File: src/rtl/sa_prom_pkg.sv
package sa_prom_pkg;
  localparam int PROM_BYTES = 16;
  localparam int PHYS_WORDS = 3;
  localparam int CSUM_LO    = 12;
  localparam int CSUM_HI    = 13;
  localparam int SIG_LO     = 14;
  localparam int SIG_HI     = 15;
  localparam logic [7:0] SIG_VAL = 8'h57;

  typedef enum logic [1:0] {CTL_REQ, CTL_WAIT, CTL_FIN, CTL_DONE} ctl_state_e;
  typedef enum logic [1:0] {RD_IDLE, RD_SHIFT, RD_GAP} rd_state_e;
endpackage

File: src/rtl/sa_ee_reader.sv
module sa_ee_reader
  import sa_prom_pkg::*;
#(
  parameter int CLK_DIV = 4,
  parameter int ADDR_W  = 6,
  parameter int WORD_W  = 16
) (
  input  logic              clk_i,
  input  logic              rst_ni,
  input  logic              start_i,
  input  logic [ADDR_W-1:0] addr_i,
  output logic              rdy_o,
  output logic [WORD_W-1:0] word_o,
  output logic              word_vld_o,
  output logic              ee_cs_o,
  output logic              ee_sk_o,
  output logic              ee_di_o,
  input  logic              ee_do_i
);
  localparam int CMD_BITS = 3 + ADDR_W;
  localparam int TOT_BITS = CMD_BITS + WORD_W;
  localparam int CNT_W    = $clog2(TOT_BITS);
  localparam int DIV_W    = (CLK_DIV > 2) ? $clog2(CLK_DIV) : 1;

  rd_state_e             state_q;
  logic [DIV_W-1:0]      div_q;
  logic [CNT_W-1:0]      bit_q;
  logic [CMD_BITS-1:0]   cmd_q;
  logic [WORD_W-1:0]     data_q;
  logic                  tick;

  assign tick  = (div_q == DIV_W'(CLK_DIV - 1));
  assign rdy_o = (state_q == RD_IDLE);
  assign word_o = data_q;

  always_ff @(posedge clk_i or negedge rst_ni) begin
    if (!rst_ni) begin
      state_q    <= RD_IDLE;
      div_q      <= '0;
      bit_q      <= '0;
      cmd_q      <= '0;
      data_q     <= '0;
      word_vld_o <= 1'b0;
      ee_cs_o    <= 1'b0;
      ee_sk_o    <= 1'b0;
      ee_di_o    <= 1'b0;
    end else begin
      word_vld_o <= 1'b0;
      if (state_q != RD_IDLE) div_q <= tick ? '0 : div_q + 1'b1;
      case (state_q)
        RD_IDLE: if (start_i) begin
          // start bit, read opcode 2'b10, then address MSB first
          cmd_q   <= {1'b1, 2'b10, addr_i} << 1;
          ee_di_o <= 1'b1;
          ee_cs_o <= 1'b1;
          ee_sk_o <= 1'b0;
          bit_q   <= '0;
          div_q   <= '0;
          state_q <= RD_SHIFT;
        end
        RD_SHIFT: if (tick) begin
          if (!ee_sk_o) begin
            ee_sk_o <= 1'b1;
          end else begin
            ee_sk_o <= 1'b0;
            if (bit_q >= CNT_W'(CMD_BITS)) data_q <= {data_q[WORD_W-2:0], ee_do_i};
            if (bit_q == CNT_W'(TOT_BITS - 1)) begin
              ee_cs_o    <= 1'b0;
              ee_di_o    <= 1'b0;
              word_vld_o <= 1'b1;
              state_q    <= RD_GAP;
            end else begin
              bit_q   <= bit_q + 1'b1;
              ee_di_o <= cmd_q[CMD_BITS-1];
              cmd_q   <= cmd_q << 1;
            end
          end
        end
        RD_GAP: if (tick) state_q <= RD_IDLE;
        default: state_q <= RD_IDLE;
      endcase
    end
  end

  a_r11_sk_needs_cs: assert property (@(posedge clk_i) disable iff (!rst_ni)
    !ee_cs_o |-> !ee_sk_o);

  a_r1_vld_ends_cs: assert property (@(posedge clk_i) disable iff (!rst_ni)
    word_vld_o |-> !ee_cs_o);
endmodule

File: src/rtl/sa_prom_store.sv
module sa_prom_store
  import sa_prom_pkg::*;
#(
  parameter int IDX_W = 3
) (
  input  logic                        clk_i,
  input  logic                        rst_ni,
  input  logic                        ld_we_i,
  input  logic [IDX_W-1:0]            ld_widx_i,
  input  logic [15:0]                 ld_word_i,
  input  logic                        fin_i,
  input  logic                        done_i,
  input  logic [$clog2(PROM_BYTES)-1:0] rd_addr_i,
  input  logic                        rd_word_i,
  output logic [15:0]                 rd_data_o,
  input  logic                        wr_en_i,
  input  logic [$clog2(PROM_BYTES)-1:0] wr_addr_i,
  input  logic [7:0]                  wr_data_i,
  input  logic                        prom_we_i,
  output logic [PHYS_WORDS-1:0][15:0] phys_o,
  output logic                        csum_ok_o,
  output logic                        sig_ok_o
);
  localparam int BA_W = $clog2(PROM_BYTES);

  logic [PROM_BYTES-1:0][7:0] prom_q;
  logic [15:0]                sum;
  logic                       host_wr;
  logic [BA_W-1:0]            lo_idx, hi_idx, ev_rd, od_rd;

  assign host_wr = wr_en_i && prom_we_i && done_i;
  assign lo_idx  = BA_W'({ld_widx_i, 1'b0});
  assign hi_idx  = BA_W'({ld_widx_i, 1'b1});

  always_ff @(posedge clk_i or negedge rst_ni) begin
    if (!rst_ni) begin
      prom_q <= '0;
    end else if (ld_we_i) begin
      prom_q[lo_idx] <= ld_word_i[7:0];
      prom_q[hi_idx] <= ld_word_i[15:8];
    end else if (host_wr) begin
      prom_q[wr_addr_i] <= wr_data_i;
    end
  end

  for (genvar g = 0; g < PHYS_WORDS; g++) begin : g_phys
    always_ff @(posedge clk_i or negedge rst_ni) begin
      if (!rst_ni) phys_o[g] <= '0;
      else if (ld_we_i && ld_widx_i == IDX_W'(g)) phys_o[g] <= ld_word_i;
    end
  end

  always_comb begin
    sum = '0;
    for (int i = 0; i < PROM_BYTES; i++)
      if (i != CSUM_LO && i != CSUM_HI) sum = sum + {8'h00, prom_q[i]};
  end

  // flags are taken once, at the end of the load
  always_ff @(posedge clk_i or negedge rst_ni) begin
    if (!rst_ni) begin
      csum_ok_o <= 1'b0;
      sig_ok_o  <= 1'b0;
    end else if (fin_i) begin
      csum_ok_o <= (sum == {prom_q[CSUM_HI], prom_q[CSUM_LO]});
      sig_ok_o  <= (prom_q[SIG_LO] == SIG_VAL) && (prom_q[SIG_HI] == SIG_VAL);
    end
  end

  assign ev_rd = {rd_addr_i[BA_W-1:1], 1'b0};
  assign od_rd = {rd_addr_i[BA_W-1:1], 1'b1};

  always_comb begin
    if (!done_i)        rd_data_o = '0;
    else if (rd_word_i) rd_data_o = {prom_q[od_rd], prom_q[ev_rd]};
    else                rd_data_o = {8'h00, prom_q[rd_addr_i]};
  end

  a_r8_gated_write: assert property (@(posedge clk_i) disable iff (!rst_ni)
    (done_i && !prom_we_i) |=> $stable(prom_q));

  a_r9_phys_frozen: assert property (@(posedge clk_i) disable iff (!rst_ni)
    done_i |=> $stable(phys_o));

  a_r9_flags_frozen: assert property (@(posedge clk_i) disable iff (!rst_ni)
    done_i |=> ($stable(csum_ok_o) && $stable(sig_ok_o)));
endmodule

File: src/rtl/sa_prom_loader.sv
module sa_prom_loader
  import sa_prom_pkg::*;
#(
  parameter int CLK_DIV = 4,
  parameter int ADDR_W  = 6
) (
  input  logic        clk_i,
  input  logic        rst_ni,
  output logic        ee_cs_o,
  output logic        ee_sk_o,
  output logic        ee_di_o,
  input  logic        ee_do_i,
  input  logic [3:0]  rd_addr_i,
  input  logic        rd_word_i,
  output logic [15:0] rd_data_o,
  input  logic        wr_en_i,
  input  logic [3:0]  wr_addr_i,
  input  logic [7:0]  wr_data_i,
  input  logic        prom_we_i,
  output logic [15:0] phys_addr0_o,
  output logic [15:0] phys_addr1_o,
  output logic [15:0] phys_addr2_o,
  output logic        busy_o,
  output logic        done_o,
  output logic        csum_ok_o,
  output logic        sig_ok_o
);
  localparam int NWORDS = PROM_BYTES / 2;
  localparam int IDX_W  = $clog2(NWORDS);

  ctl_state_e                  state_q;
  logic [IDX_W-1:0]            widx_q;
  logic                        rdy, start, vld;
  logic [15:0]                 word;
  logic [PHYS_WORDS-1:0][15:0] phys;

  assign start  = (state_q == CTL_REQ) && rdy;
  assign done_o = (state_q == CTL_DONE);
  assign busy_o = !done_o;

  always_ff @(posedge clk_i or negedge rst_ni) begin
    if (!rst_ni) begin
      state_q <= CTL_REQ;
      widx_q  <= '0;
    end else begin
      case (state_q)
        CTL_REQ:  if (rdy) state_q <= CTL_WAIT;
        CTL_WAIT: if (vld) begin
          if (widx_q == IDX_W'(NWORDS - 1)) state_q <= CTL_FIN;
          else begin
            widx_q  <= widx_q + 1'b1;
            state_q <= CTL_REQ;
          end
        end
        CTL_FIN:  state_q <= CTL_DONE;
        default:  state_q <= CTL_DONE;
      endcase
    end
  end

  sa_ee_reader #(.CLK_DIV(CLK_DIV), .ADDR_W(ADDR_W), .WORD_W(16)) u_rd (
    .clk_i, .rst_ni,
    .start_i   (start),
    .addr_i    (ADDR_W'(widx_q)),
    .rdy_o     (rdy),
    .word_o    (word),
    .word_vld_o(vld),
    .ee_cs_o, .ee_sk_o, .ee_di_o, .ee_do_i
  );

  sa_prom_store #(.IDX_W(IDX_W)) u_st (
    .clk_i, .rst_ni,
    .ld_we_i   (vld && state_q == CTL_WAIT),
    .ld_widx_i (widx_q),
    .ld_word_i (word),
    .fin_i     (state_q == CTL_FIN),
    .done_i    (done_o),
    .rd_addr_i, .rd_word_i, .rd_data_o,
    .wr_en_i, .wr_addr_i, .wr_data_i, .prom_we_i,
    .phys_o    (phys),
    .csum_ok_o, .sig_ok_o
  );

  assign phys_addr0_o = phys[0];
  assign phys_addr1_o = phys[1];
  assign phys_addr2_o = phys[2];

  a_r1_done_sticky: assert property (@(posedge clk_i) disable iff (!rst_ni)
    done_o |=> done_o);

  a_r1_quiet_after_done: assert property (@(posedge clk_i) disable iff (!rst_ni)
    done_o |-> (!ee_cs_o && !ee_sk_o));
endmodule

File: config.mk
export PLATFORM = sky130hd
export DESIGN_NAME = sa_prom_loader
export DESIGN_NICKNAME = d
export VERILOG_FILES = /design/src/rtl/sa_prom_pkg.sv /design/src/rtl/sa_ee_reader.sv /design/src/rtl/sa_prom_store.sv /design/src/rtl/sa_prom_loader.sv
export SDC_FILE = /design/constraint.sdc
export NUM_CORES = 1
export LEC_CHECK = 0
export ABC_AREA = 1
export BUFFER_PORTS_ARGS = -buffer_cell sky130_fd_sc_hd__buf_2
export CELL_PAD_IN_SITES_DETAIL_PLACEMENT = 0
export CELL_PAD_IN_SITES_GLOBAL_PLACEMENT = 1
export CORE_UTILIZATION = 30
export CTS_BUF_LIST = sky130_fd_sc_hd__clkbuf_4
export DETAILED_ROUTE_END_ITERATION = 6
export PLACE_DENSITY_LB_ADDON = 0.25
export SLEW_MARGIN = 0
export SYNTH_ARGS = -nofsm -noshare
export SYNTH_HDL_FRONTEND = slang
export SYNTH_SLANG_ARGS = --single-unit
export TNS_END_PERCENT = 10
File: constraint.sdc
create_clock -name clk_i -period 5.5 [get_ports clk_i]
set_clock_uncertainty 0.2 [all_clocks]
set_input_delay 0.825 -clock clk_i [delete_from_list [all_inputs] [get_ports clk_i]]
set_output_delay 0.825 -clock clk_i [all_outputs]
set_load 0.03 [all_outputs]
==> results of run 1 <==
-- Yosys cell counts, types with 12 or more instances --
cell type,count,area (um^2)
nand2_1,459,1720
inv_1,230,863
o21ai_0,222,1110
dfrtp_1,220,5510
o22ai_1,132,826
fa_1,87,1740
nand3_1,71,355
nor2_1,51,191
a21oi_1,45,225
clkbuf_1,43,161
mux2_2,37,417
ha_1,34,425
buf_2,28,140
xor2_1,14,123
nand2_2,13,81.3
a21oi_4,12,195
-- layer usage --
metal / GRT usage / share of wire
met4: 0.0625 / 0.017
met3: 0.0472 / 0.079
met5: 0 / 0.00023
met2: 0.349 / 0.45
met1: 0.315 / 0.45
-- power by group through the flow --
stage          clock (mW)  sequential (mW)  combinational (mW)
2_1_floorplan           0             1.65               0.133
3_3_place_gp            0             1.65               0.250
3_5_place_dp            0             1.65               0.251
4_1_cts              1.71             1.62               0.253
5_1_grt              1.80             1.62               0.276
6_report             1.65             1.62               0.250
-- sequential cells by signal (all words and copies together), names as in the netlist, 2 cells and up --
signal and flops:
state_q 2, u_rd.bit_q 5, u_rd.cmd_q 8, u_rd.div_q 2, u_rd.state_q 2, u_rd.word_o 16
u_st.phys_o 48, u_st.prom_q 128, widx_q 3
-- how the worst min path moves through the flow --
stage,cells past startpoint,from,end,slack [ns]
after floorplan,2,u_rd.cmd_q[7],u_rd.cmd_q[7],0.25
after global placement,2,u_st.phys_o[2],u_st.phys_o[2],0.26
after detailed placement,2,u_st.phys_o[22],u_st.phys_o[22],0.27
after CTS,3,ee_do_i,u_rd.word_o[0],0.07
after global routing,3,ee_do_i,u_rd.word_o[0],0.13
final,3,ee_do_i,u_rd.word_o[0],0.15
-- what timing repair did --
item | 4_1_cts | 5_1_grt
endpoints found under the hold margin | 26 | 0
resized for setup | 16 | 10
pin swaps | 26 | 6
setup buffers | 1 | 0
hold buffers | 1 | 0
endpoints found under the setup margin | 1 | 1
-- cells by family (layout without fill, tap and decap cells) --
logic type	after synthesis	count (layout)	share of synthesized area
AND/OR/NAND/NOR	622	622	0.172
AO/OA/AOI/OAI	459	459	0.182
buffers and inverters	329	486	0.0889
flip-flops	220	220	0.367
adder cells (fa/ha/maj)	121	121	0.145
multiplexers	45	45	0.0337
XOR/XNOR	19	19	0.0111
other	0	1	0
-- worst max-delay path: cells and delay by family (launching register included) --
family | cells | cell delay (ns)
buf+inv | 2 | 0.23
xor+xnor | 1 | 0.17
flops | 1 | 0.38
fa+ha+maj | 7 | 3.56
simple gates | 11 | 0.97
-- final cells by class --
class | instances | area [um^2]
Antenna cell | 1 | 2.50
Clock buffer | 95 | 713
Clock inverter | 23 | 134
Fill cell | 5274 | 32000
Inverter | 243 | 922
Multi-Input combinational cell | 1266 | 8290
Sequential cell | 220 | 5510
Tap cell | 664 | 831
Timing Repair Buffer | 125 | 736
-- per-stage QoR --
| stage | setup slack [ns] | std cells |
|---|---|---|
| floorplan | 0.0505 | 1815 |
| global placement | -0.354 | 2516 |
| detailed placement | -0.383 | 2516 |
| CTS | 0.00444 | 2636 |
| global route | -0.285 | 2637 |
| finish | -0.0390 | 2637 |
==> summary.txt, run 1 <==
Run status
  – Status: finished with violations
  – Failing checks: negative setup slack

Floorplan
  – Ports: 93
  – Die width: 225 um
  – Chip height: 225 um
  – Effective utilization at floorplan: 0.305
  – FP Rows: 81
  – Die area: 50800 um^2
  – Core area: 49200 um^2

Detailed routing
  – Vias: 13.3k
  – DRC Markers: 0
  – Initial DRC Count: 1028
  – Post-DRT Antenna Nets: 0
  – DRT Pass-1 Iters: 5
  – Total Wirelength: 55500 um
  – Drt via density: 5.05
  – DR WL/cell: 21.0 um

Critical path
  – Startpoint Class: register
  – Setup CP Type: reg -> reg
  – Slowest cell on crit path: fa_2
  – Crit. Startpoint: u_st.prom_q[2]
  – Sequence of cells on the critical path: ha_1 > nand3_1 > nand3_1 > buf_4 > xor2_1 > fa_2 > fa_1 > fa_1 > fa_1 > fa_1 > fa_2 > inv_1 > nand2_1 > nand2_1 > nor2_1 > nand2_1 > nor2_1 > nand3_1 > nor2_2 > nand3_1 > nand2_1
  – Critical Path RT: 6.00 ns
  – CP max FO: 4
  – R2R depth: 21
  – Worst reg2reg path endpoint: u_st.csum_ok_o
  – Reg-to-Reg Start: u_st.prom_q[2]
  – CP endpoint: u_st.csum_ok_o
  – Max incr delay on CP: 0.60 ns
  – Arrival @ worst endpoint: 6.04 ns
  – CP Capture Type: register
  – Internal reg-to-reg setup slack: -0.04 ns

Hold path
  – HP Class: in -> reg

Place
  – HPWL after DPL: 41700 um
  – Area of placed instances: 16100 um^2
  – Port bufs: 92
  – GP Congestion: 0.933

Finish
  – Final Util: 0.349
  – Commonest cells after routing, fill and taps aside: nand2_1, inv_1, o21ai_0, dfrtp_1, o22ai_1
  – Commonest non-fill, non-tap cell in the layout: nand2_1
  – Nets: 2067
  – Area Growth Syn to Fin: 14.4%
  – Design area: 17100 um^2
  – Share of layout cells above drive strength 1: 0.173

Yosys
  – Area of the mapped netlist: 15000 um^2
  – Number of synthesized flops with an enable pin: 0
  – Syn avg cell area: 8.26 um^2
  – Yosys reg bits: 220
  – Yosys warnings: 0
  – Synth cell types: 51
  – Commonest register cell after synthesis: dfrtp_1
  – Seq/Total Area, Yosys: 0.367
  – Syn_nets: 1958
  – Number of cells produced by synthesis: 1815
  – Share of async-settable or async-resettable flops after synthesis: 1.00

Clocking
  – Root Buffer: clkbuf_4
  – Clock sink count: 220
  – Total CTS buffers: 68
  – Worst-path clk slew: 0.06 ns
  – CTS tree: yes
  – CTS H-tree lvls: 3
  – Longest Clk Path Bufs: 3
  – Clock Latency Late Sink: 0.73 ns

Global route
  – Total grt overflow: 0
  – Largest net degree at the start of global routing: 130
  – First-pass GRT wire length: 84300 um
  – Initial antenna violation count: 2
  – Vias in the first global route: 13.5k
  – Gr usage total: 0.225

Pwr
  – Net switching fraction of the power: 0.282
  – Logic pwr share: 0.071
  – Post-layout total power: 3.52 mW
  – Max IR drop VDD: 0.138 mV
  – Clock Power Share: 0.468
  – Cell-internal power: 2.52 mW
  – Leak Pwr: 8.06 nW
  – Power per cell area: 205 nW/um^2
  – Sequential power share: 0.461
  – Net Switching: 991 uW

STA
  – Final hold slack: 0.151 ns
  – Worst Tran Pin Value: 1.09 ns
  – Final slew viol count: 0
  – Setup TNS Final: -0.0390 ns
  – Final worst-path cycle share: 1.01
  – Final Hold Fails: 0
  – Worst setup margin: -0.0390 ns
  – Fmax: 0.181 GHz
  – Min Tclk post-route: 5.54 ns
  – Worst slew margin: 0.272
  – Final setup vio count: 1
  – RSZ-0062 raised after global routing: yes

Flow run
  – Max-Cap Viols: 0
No activity file was read; power rests on OpenSTA's default activity.
==> run 2, diff against run 1 <==
--- a/config.mk
+++ b/config.mk
@@ -13,6 +13,7 @@
 export CTS_BUF_LIST = sky130_fd_sc_hd__clkbuf_4
 export DETAILED_ROUTE_END_ITERATION = 6
 export PLACE_DENSITY_LB_ADDON = 0.25
+export SETUP_SLACK_MARGIN = 0.3
 export SLEW_MARGIN = 0
 export SYNTH_ARGS = -nofsm -noshare
 export SYNTH_HDL_FRONTEND = slang
==> run 2 against run 1 <==
- the flow now finishes without violations
- register-to-register slack improved by 0.05 ns
- clock-buffer cell count rose by 1
- largest power group unchanged
- fmax rose by 0.92%
- worst hold slack improved by 0.019 ns
- non-clock buffer count fell by 5
- sequential cell count did not move
- setup slack improved by 0.050 ns
- power rose by 3.4%
- routed wire length rose by 0.84%
- clock power rose by 7%
- via count rose by 0.95%
==> summary.txt, run 2 (synthesis results as in run 1) <==
Critical path
  – Critical Path RT: 5.92 ns (-0.08 ns)
  – CP Capture Type: register
  – CP max FO: 4 (unchanged)
  – Worst reg2reg path endpoint: u_st.csum_ok_o
  – R2R depth: 27 (+29%)
  – Arrival @ worst endpoint: 5.91 ns (-0.13 ns)
  – Reg-to-Reg Start: u_st.prom_q[0]
  – Internal reg-to-reg setup slack: 0.01 ns (+0.05 ns)
  – Startpoint Class: register
  – Setup CP Type: reg -> reg

Pwr
  – Max IR drop VDD: 0.208 mV (+51%)
  – Cell-internal power: 2.66 mW (+5.3%)
  – Net Switching: 976 uW (-1.6%)
  – Power per cell area: 211 nW/um^2 (+3.0%)
  – Leak Pwr: 8.07 nW (about the same)
  – Logic pwr share: 0.070 (about the same)
  – Net switching fraction of the power: 0.269 (-0.0134)
  – Sequential power share: 0.446 (-0.015)
  – Clock Power Share: 0.485 (+0.017)
  – Post-layout total power: 3.63 mW (+3.4%)

Detailed routing
  – Initial DRC Count: 1182 (+15%)
  – Total Wirelength: 55900 um (+0.84%)
  – Vias: 13.4k (+0.95%)
  – Post-DRT Antenna Nets: 0 (unchanged)
  – DRC Markers: 0 (unchanged)
  – Drt via density: 5.12 (+1.5%)
  – DRT Pass-1 Iters: 5 (unchanged)
  – DR WL/cell: 21.3 um (+1.4%)

Finish
  – Nets: 2062 (-0.24%)
  – Fillcell total: 5276 (+0.038%)
  – Commonest cells after routing, fill and taps aside: nand2_1, inv_1, o21ai_0
  – Share of layout cells above drive strength 1: 0.178 (+0.00532)
  – Largest reg by FF count: u_st.prom_q
  – FF+latch area: 5510 um^2 (unchanged)
  – Largest register FFs: 128 (unchanged)
  – Commonest non-fill, non-tap cell in the layout: nand2_1
  – Area of the multi-input gates: 8350 um^2 (+0.68%)
  – Area Growth Syn to Fin: 14.8%

Clocking
  – Clock sink count: 220 (unchanged)
  – CTS H-tree lvls: 3 (unchanged)
  – Longest Clk Path Bufs: 3 (unchanged)
  – CTS tree: yes
  – Clock Latency Late Sink: 0.77 ns (+0.04 ns)
  – Root Buffer: clkbuf_4
  – Worst-path clk slew: 0.06 ns (about the same)
  – Total CTS buffers: 68 (unchanged)

Global route
  – Gr usage total: 0.226 (+0.000830)
  – Initial antenna violation count: 1 (-1)
  – Total grt overflow: 0 (unchanged)
  – Vias in the first global route: 13.4k (-1.4%)
  – Largest net degree at the start of global routing: 119 (-8.5%)
  – First-pass GRT wire length: 84500 um (+0.19%)

Run status
  – Status: finished, final reports clean

Floorplan
  – Core area: 49200 um^2 (unchanged)
  – Chip height: 225 um (unchanged)
  – Die area: 50800 um^2 (unchanged)
  – Ports: 93 (unchanged)
  – Effective utilization at floorplan: 0.305 (unchanged)
  – Die width: 225 um (unchanged)
  – FP Rows: 81 (unchanged)

Place
  – Port bufs: 92 (unchanged)
  – GP Congestion: 0.908 (-2.6%)
  – HPWL after DPL: 42200 um (+1.0%)

Hold path
  – Hold worst-path end: u_rd.word_o[0]
  – Hold Startpoint: ee_do_i
  – HP Class: in -> reg
  – Hold Path Depth: 3 (unchanged)

STA
  – Final worst-path cycle share: 0.998 (-0.00918)
  – Final slew viol count: 0 (unchanged)
  – Worst Tran Pin Value: 1.10 ns (+0.00336 ns)
  – Fmax: 0.182 GHz (+0.92%)
  – RSZ-0062 raised after global routing: yes
  – Final setup vio count: 0 (-1)
  – Final Hold Fails: 0 (unchanged)
  – Final hold slack: 0.169 ns (+0.0190 ns)
  – Min Tclk post-route: 5.49 ns (-0.0505 ns)
  – Worst slew margin: 0.267 (-0.00429)

Flow run
  – Max-Cap Viols: 0 (unchanged)
-- run 2: changes by cell type in the layout (fill, tap and decap cells not counted), moves of 3 or more --
cell and change:
nand2_1 -3, fa_2 +5, fa_1 -5, bufinv_16 +3, buf_4 -6, inv_2 +4, clkinv_1 -6, clkinv_2 -5
inv_1 -4
-- run 2: area by class of cell --
cell class | instances | share of cell area
inverters | 243 | 0.0536
multi-input cells | 1266 | 0.485
clock inverters | 13 | 0.00938
flip-flops and latches | 220 | 0.320
diodes | 1 | 0.000145
repair buffers | 120 | 0.0413
well taps | 664 | 0.0483
clock buffers | 96 | 0.0419
-- run 2: power groups by stage --
stage / sequential, mW / clock (mW) / combinational [mW]
after CTS: 1.62 / 1.82 / 0.254
after global routing: 1.62 / 1.90 / 0.279
after global placement: 1.65 / 0 / 0.253
final: 1.62 / 1.76 / 0.254
after detailed placement: 1.65 / 0 / 0.253
after floorplan: 1.65 / 0 / 0.133
-- run 2: per-layer routing --
| metal | global-route usage | vias up | share of wire |
|---|---|---|---|
| met5 | 0 | - | 0 |
| met4 | 0.0715 | 0 | 0.026 |
| met3 | 0.0478 | 97 | 0.078 |
| met2 | 0.342 | 518 | 0.43 |
| met1 | 0.319 | 6591 | 0.46 |
| li1 | - | 6233 | - |
-- run 2: per-stage QoR --
step / std cells / cell area [um^2] / utilization / setup WS, ns / setup TNS, ns
floorplan: 1815 / 15000 / - / 0.321 / 0
global placement: 2510 / 16200 / 0.329 / -0.0958 / -0.0958
detailed placement: 2510 / 16200 / 0.329 / -0.155 / -0.155
CTS: 2622 / 17100 / 0.348 / -0.0871 / -0.0871
global route: 2623 / 17200 / 0.350 / -0.250 / -0.250
finish: 2623 / 17200 / 0.350 / 0.0115 / 0
-- run 2: worst max-delay path by stage --
| stage | depth (start not counted) | slack (ns) | endpoint | from |
|---|---|---|---|---|
| 2_1_floorplan | 24 | 0.32 | u_st.csum_ok_o | u_st.prom_q[2] |
| 5_1_grt | 24 | -0.25 | u_st.csum_ok_o | u_st.prom_q[0] |
| 3_3_place_gp | 24 | -0.1 | u_st.csum_ok_o | u_st.prom_q[0] |
| 4_1_cts | 23 | -0.09 | u_st.csum_ok_o | u_st.prom_q[0] |
| 6_report | 27 | 0.01 | u_st.csum_ok_o | u_st.prom_q[0] |
| 3_5_place_dp | 24 | -0.15 | u_st.csum_ok_o | u_st.prom_q[0] |
-- run 2: critical path, stage by stage, from the launching register on --
cell,delay [ns]
dfrtp_1,0.36
ha_2,0.20
inv_2,0.04
fa_2,0.38
o21ai_4,0.19
a21oi_2,0.07
nor2_1,0.08
nor2_1,0.05
xor2_1,0.13
buf_4,0.15
fa_2,0.52
fa_2,0.45
fa_2,0.60
fa_2,0.43
fa_1,0.50
inv_2,0.05
ha_4,0.29
nand2_4,0.05
inv_1,0.08
nand2_2,0.08
nand2_1,0.07
nand2_1,0.06
nand3_1,0.07
nand2_1,0.05
nand2_1,0.08
nor2_2,0.04
nand3_1,0.07
nand2_1,0.05
-- run 2: what timing repair did --
item,CTS,global route
gates resized for setup,15,19
hold endpoints to repair,70,0
gates cloned,0,0
endpoints found under the setup margin,1,1
pin swaps,25,33
hold buffers,1,0
setup buffers,2,0
==> run 3, diff against run 2 <==
--- a/config.mk
+++ b/config.mk
@@ -5,7 +5,7 @@
 export SDC_FILE = /design/constraint.sdc
 export NUM_CORES = 1
 export LEC_CHECK = 0
-export ABC_AREA = 1
+export ABC_AREA = 0
 export BUFFER_PORTS_ARGS = -buffer_cell sky130_fd_sc_hd__buf_2
 export CELL_PAD_IN_SITES_DETAIL_PLACEMENT = 0
 export CELL_PAD_IN_SITES_GLOBAL_PLACEMENT = 1
==> run 3 against run 2 <==
- the run now ends with negative setup slack left
- non-clock buffer count grew 35
- core utilization grew 0.41 points
- sequential cell count is the same
- synthesized cell count shrank 30%
- setup slack lost 0.48 ns
- register-to-register slack lost 0.48 ns
- clock-buffer cell count shrank 3
- largest cell class unchanged
- largest power group unchanged
- highest routed layer is now met5
==> summary.txt, run 3 <==
Critical path
  – CP most frequent cell: fa_1
  – Max incr delay on CP: 0.54 ns (-0.06 ns)
  – Startpoint Class: register
  – Setup CP Type: reg -> reg
  – CP Capture Type: register
  – CP max FO: 3 (-1)
  – Arrival @ worst endpoint: 6.40 ns (+0.49 ns)
  – Slowest cell on crit path: fa_2
  – Critical Path RT: 5.94 ns (+0.02 ns)
  – Sequence of cells on the critical path: ha_2 > buf_4 > a21o_1 > a21oi_2 > nand2b_4 > a21boi_2 > o41ai_2 > xor2_1 > fa_1 > fa_1 > fa_2 > fa_1 > fa_1 > inv_2 > ha_4 > nand4_1 > a21oi_1 > and3b_2 > or4b_1 > nand4_1 > a32o_1

Finish
  – Commonest non-fill, non-tap cell in the layout: dfrtp_1
  – Commonest cells after routing, fill and taps aside: dfrtp_1, mux2_2, nand2_1
  – Share of layout cells above drive strength 1: 0.343 (+0.164)
  – Largest register FFs: 128 (unchanged)
  – Area Growth Syn to Fin: 16.0%
  – Nets: 1561 (-24%)
  – Largest reg by FF count: u_st.prom_q
  – Design area: 17400 um^2 (+0.97%)

Place
  – Area of placed instances: 16400 um^2 (+1.7%)
  – GP Congestion: 0.880 (-3.1%)
  – Port bufs: 92 (unchanged)
  – HPWL after DPL: 38400 um (-8.8%)

Global route
  – Initial antenna violation count: 4 (+3)
  – Gr usage total: 0.207 (-0.0183)
  – First-pass GRT wire length: 77000 um (-8.9%)
  – Routing usage on met2: 0.305 (-0.0376)
  – Largest net degree at the start of global routing: 134 (+13%)
  – Most Crowded Layer GR: met2
  – Grt met3 use: 0.0558 (+0.00795)
  – Total grt overflow: 0 (unchanged)
  – Vias in the first global route: 11.7k (-12%)
  – Met1 usage: 0.294 (-0.0248)

Clocking
  – CTS tree: yes
  – CTS H-tree lvls: 3 (unchanged)
  – Total CTS buffers: 67 (-1.5%)
  – Worst-path clk slew: 0.07 ns (about the same)
  – Longest Clk Path Bufs: 3 (unchanged)
  – Clock Latency Late Sink: 0.74 ns (-0.03 ns)
  – Clock sink count: 220 (unchanged)
  – Root Buffer: clkbuf_4

Yosys
  – Synth area leader: dfrtp_1
  – Seq/Total Area, Yosys: 0.368 (about the same)
  – Syn avg cell area: 11.9 um^2 (+44%)
  – Area contributors post-synth: dfrtp_1, fa_1, mux2_2, mux4_2, o22a_1
  – Yosys warnings: 0 (unchanged)
  – Most frequent cell after synthesis: dfrtp_1
  – Number of synthesized flops with an enable pin: 0 (unchanged)
  – Syn_nets: 1406 (-28%)
  – Yosys reg bits: 220 (unchanged)
  – Share of async-settable or async-resettable flops after synthesis: 1.00 (unchanged)
  – Most frequent cells after synthesis: dfrtp_1, mux2_2, nand2_1, inv_1, fa_1
  – Synth cell types: 61 (+20%)
  – Yosys top cell area share: 0.368 (about the same)
  – Commonest register cell after synthesis: dfrtp_1
  – Area of the mapped netlist: 15000 um^2 (about the same)
  – Number of cells produced by synthesis: 1263 (-30%)

Detailed routing
  – Total Wirelength: 51100 um (-8.7%)
  – DRC Markers: 0 (unchanged)
  – DR WL/cell: 24.1 um (+13%)
  – Post-DRT Antenna Nets: 0 (unchanged)
  – DRT Pass-1 Iters: 5 (unchanged)
  – Drt via density: 5.35 (+4.5%)
  – Vias: 11.4k (-15%)
  – Initial DRC Count: 899 (-24%)

Floorplan
  – Core area: 49100 um^2 (-0.21%)
  – FP Rows: 81 (unchanged)
  – Die area: 50800 um^2 (about the same)
  – Die width: 225 um (about the same)
  – Ports: 93 (unchanged)
  – Effective utilization at floorplan: 0.305 (+0.000426)
  – Chip height: 225 um (about the same)

STA
  – Final slew viol count: 0 (unchanged)
  – Final setup vio count: 1 (+1)
  – Worst Tran Pin Value: 1.19 ns (+0.0988 ns)
  – Worst slew margin: 0.198 (-0.0691)
  – Final Hold Fails: 0 (unchanged)
  – Worst setup margin: -0.467 ns (-0.478 ns)
  – Fmax: 0.168 GHz (-8.0%)
  – Min Tclk post-route: 5.97 ns (+0.478 ns)
  – RSZ-0062 raised after global routing: yes
  – Final worst-path cycle share: 1.08 (+0.0869)

Pwr
  – Leak Pwr: 7.64 nW (-5.3%)
  – Power per cell area: 213 nW/um^2 (+0.90%)
  – Max IR drop VDD: 0.139 mV (-33%)
  – Post-layout total power: 3.70 mW (+1.9%)

Run status
  – Failing checks: negative setup slack
  – Status: finished with violations

Flow run
  – Max-Cap Viols: 0 (unchanged)

Hold path
  – HP Class: in -> async
## run 3: cells by family after synthesis
| kind of cell | after synthesis | synth area share |
|---|---|---|
| flip-flops | 220 | 0.368 |
| AO/OA/AOI/OAI | 270 | 0.124 |
| AND/OR/NAND/NOR | 242 | 0.0766 |
| XOR/XNOR | 26 | 0.0152 |
| buffers and inverters | 166 | 0.0505 |
| multiplexers | 218 | 0.221 |
| adder cells (fa/ha/maj) | 121 | 0.145 |
## run 3: worst paths after layout
kind                                 from               end  slack, ns  cells past startpoint
setup / recovery           u_st.prom_q[8]    u_st.csum_ok_o      -0.47                     21
hold / removal                     rst_ni     u_rd.bit_q[2]       0.06                      1
setup reg to reg           u_st.prom_q[8]    u_st.csum_ok_o      -0.47                     21
hold reg to reg             u_st.sig_ok_o     u_st.sig_ok_o       0.27                      2
max in group asynchronous          rst_ni  u_st.prom_q[105]       3.92                      2
min in group clk_i                ee_do_i    u_rd.word_o[0]       0.14                      2
## run 3: metrics by stage
stage / setup TNS, ns / worst slack, ns / cells / util / hold slack [ns]
after floorplan: -0.111 / -0.111 / 1263 / - / 0.249
after global placement: -0.532 / -0.532 / 2009 / 0.335 / 0.262
after detailed placement: -0.563 / -0.563 / 2009 / 0.335 / 0.269
after CTS: -0.536 / -0.536 / 2119 / 0.353 / 0.0220
after global routing: -0.705 / -0.705 / 2121 / 0.354 / 0.0744
final: -0.467 / -0.467 / 2121 / 0.354 / 0.0567
## run 3: per-layer routing
| layer | part of all wire | vias to the layer above |
|---|---|---|
| met5 | 0.00070 | - |
| met4 | 0.026 | 6 |
| met3 | 0.081 | 96 |
| met2 | 0.44 | 486 |
| met1 | 0.45 | 5811 |
| li1 | - | 4957 |
## run 3: area by class of cell
cell class	count	area, um^2
multi-input combinational	877	8830
timing repair buffer	155	971
inverter	97	364
clock buffer	93	698
antenna	1	2.50
clock inverter	14	166
sequential	220	5510
tap	664	831
fill	5002	31700
## run 3: worst max-delay path: cells and delay by family (launching register included)
| kind | cells | cell delay, ns |
|---|---|---|
| AO/OA/AOI/OAI | 6 | 1.00 |
| XOR/XNOR | 1 | 0.21 |
| adder cells (fa/ha/maj) | 7 | 2.86 |
| buffers and inverters | 2 | 0.17 |
| flip-flops | 1 | 0.39 |
| AND/OR/NAND/NOR | 5 | 1.02 |
## run 3: timing repair
action                                  4_1_cts  5_1_grt
buffers inserted                              3        1
endpoints found under the setup margin        1        1
pin swaps                                    13       15
resized for setup                             7        6
hold buffers                                  0        0
## run 3: report_power, final
part	switching, mW	internal (mW)
Sequential	0.0261	1.63
Clock	0.757	0.959
Combinational	0.195	0.134
Total	0.978	2.72
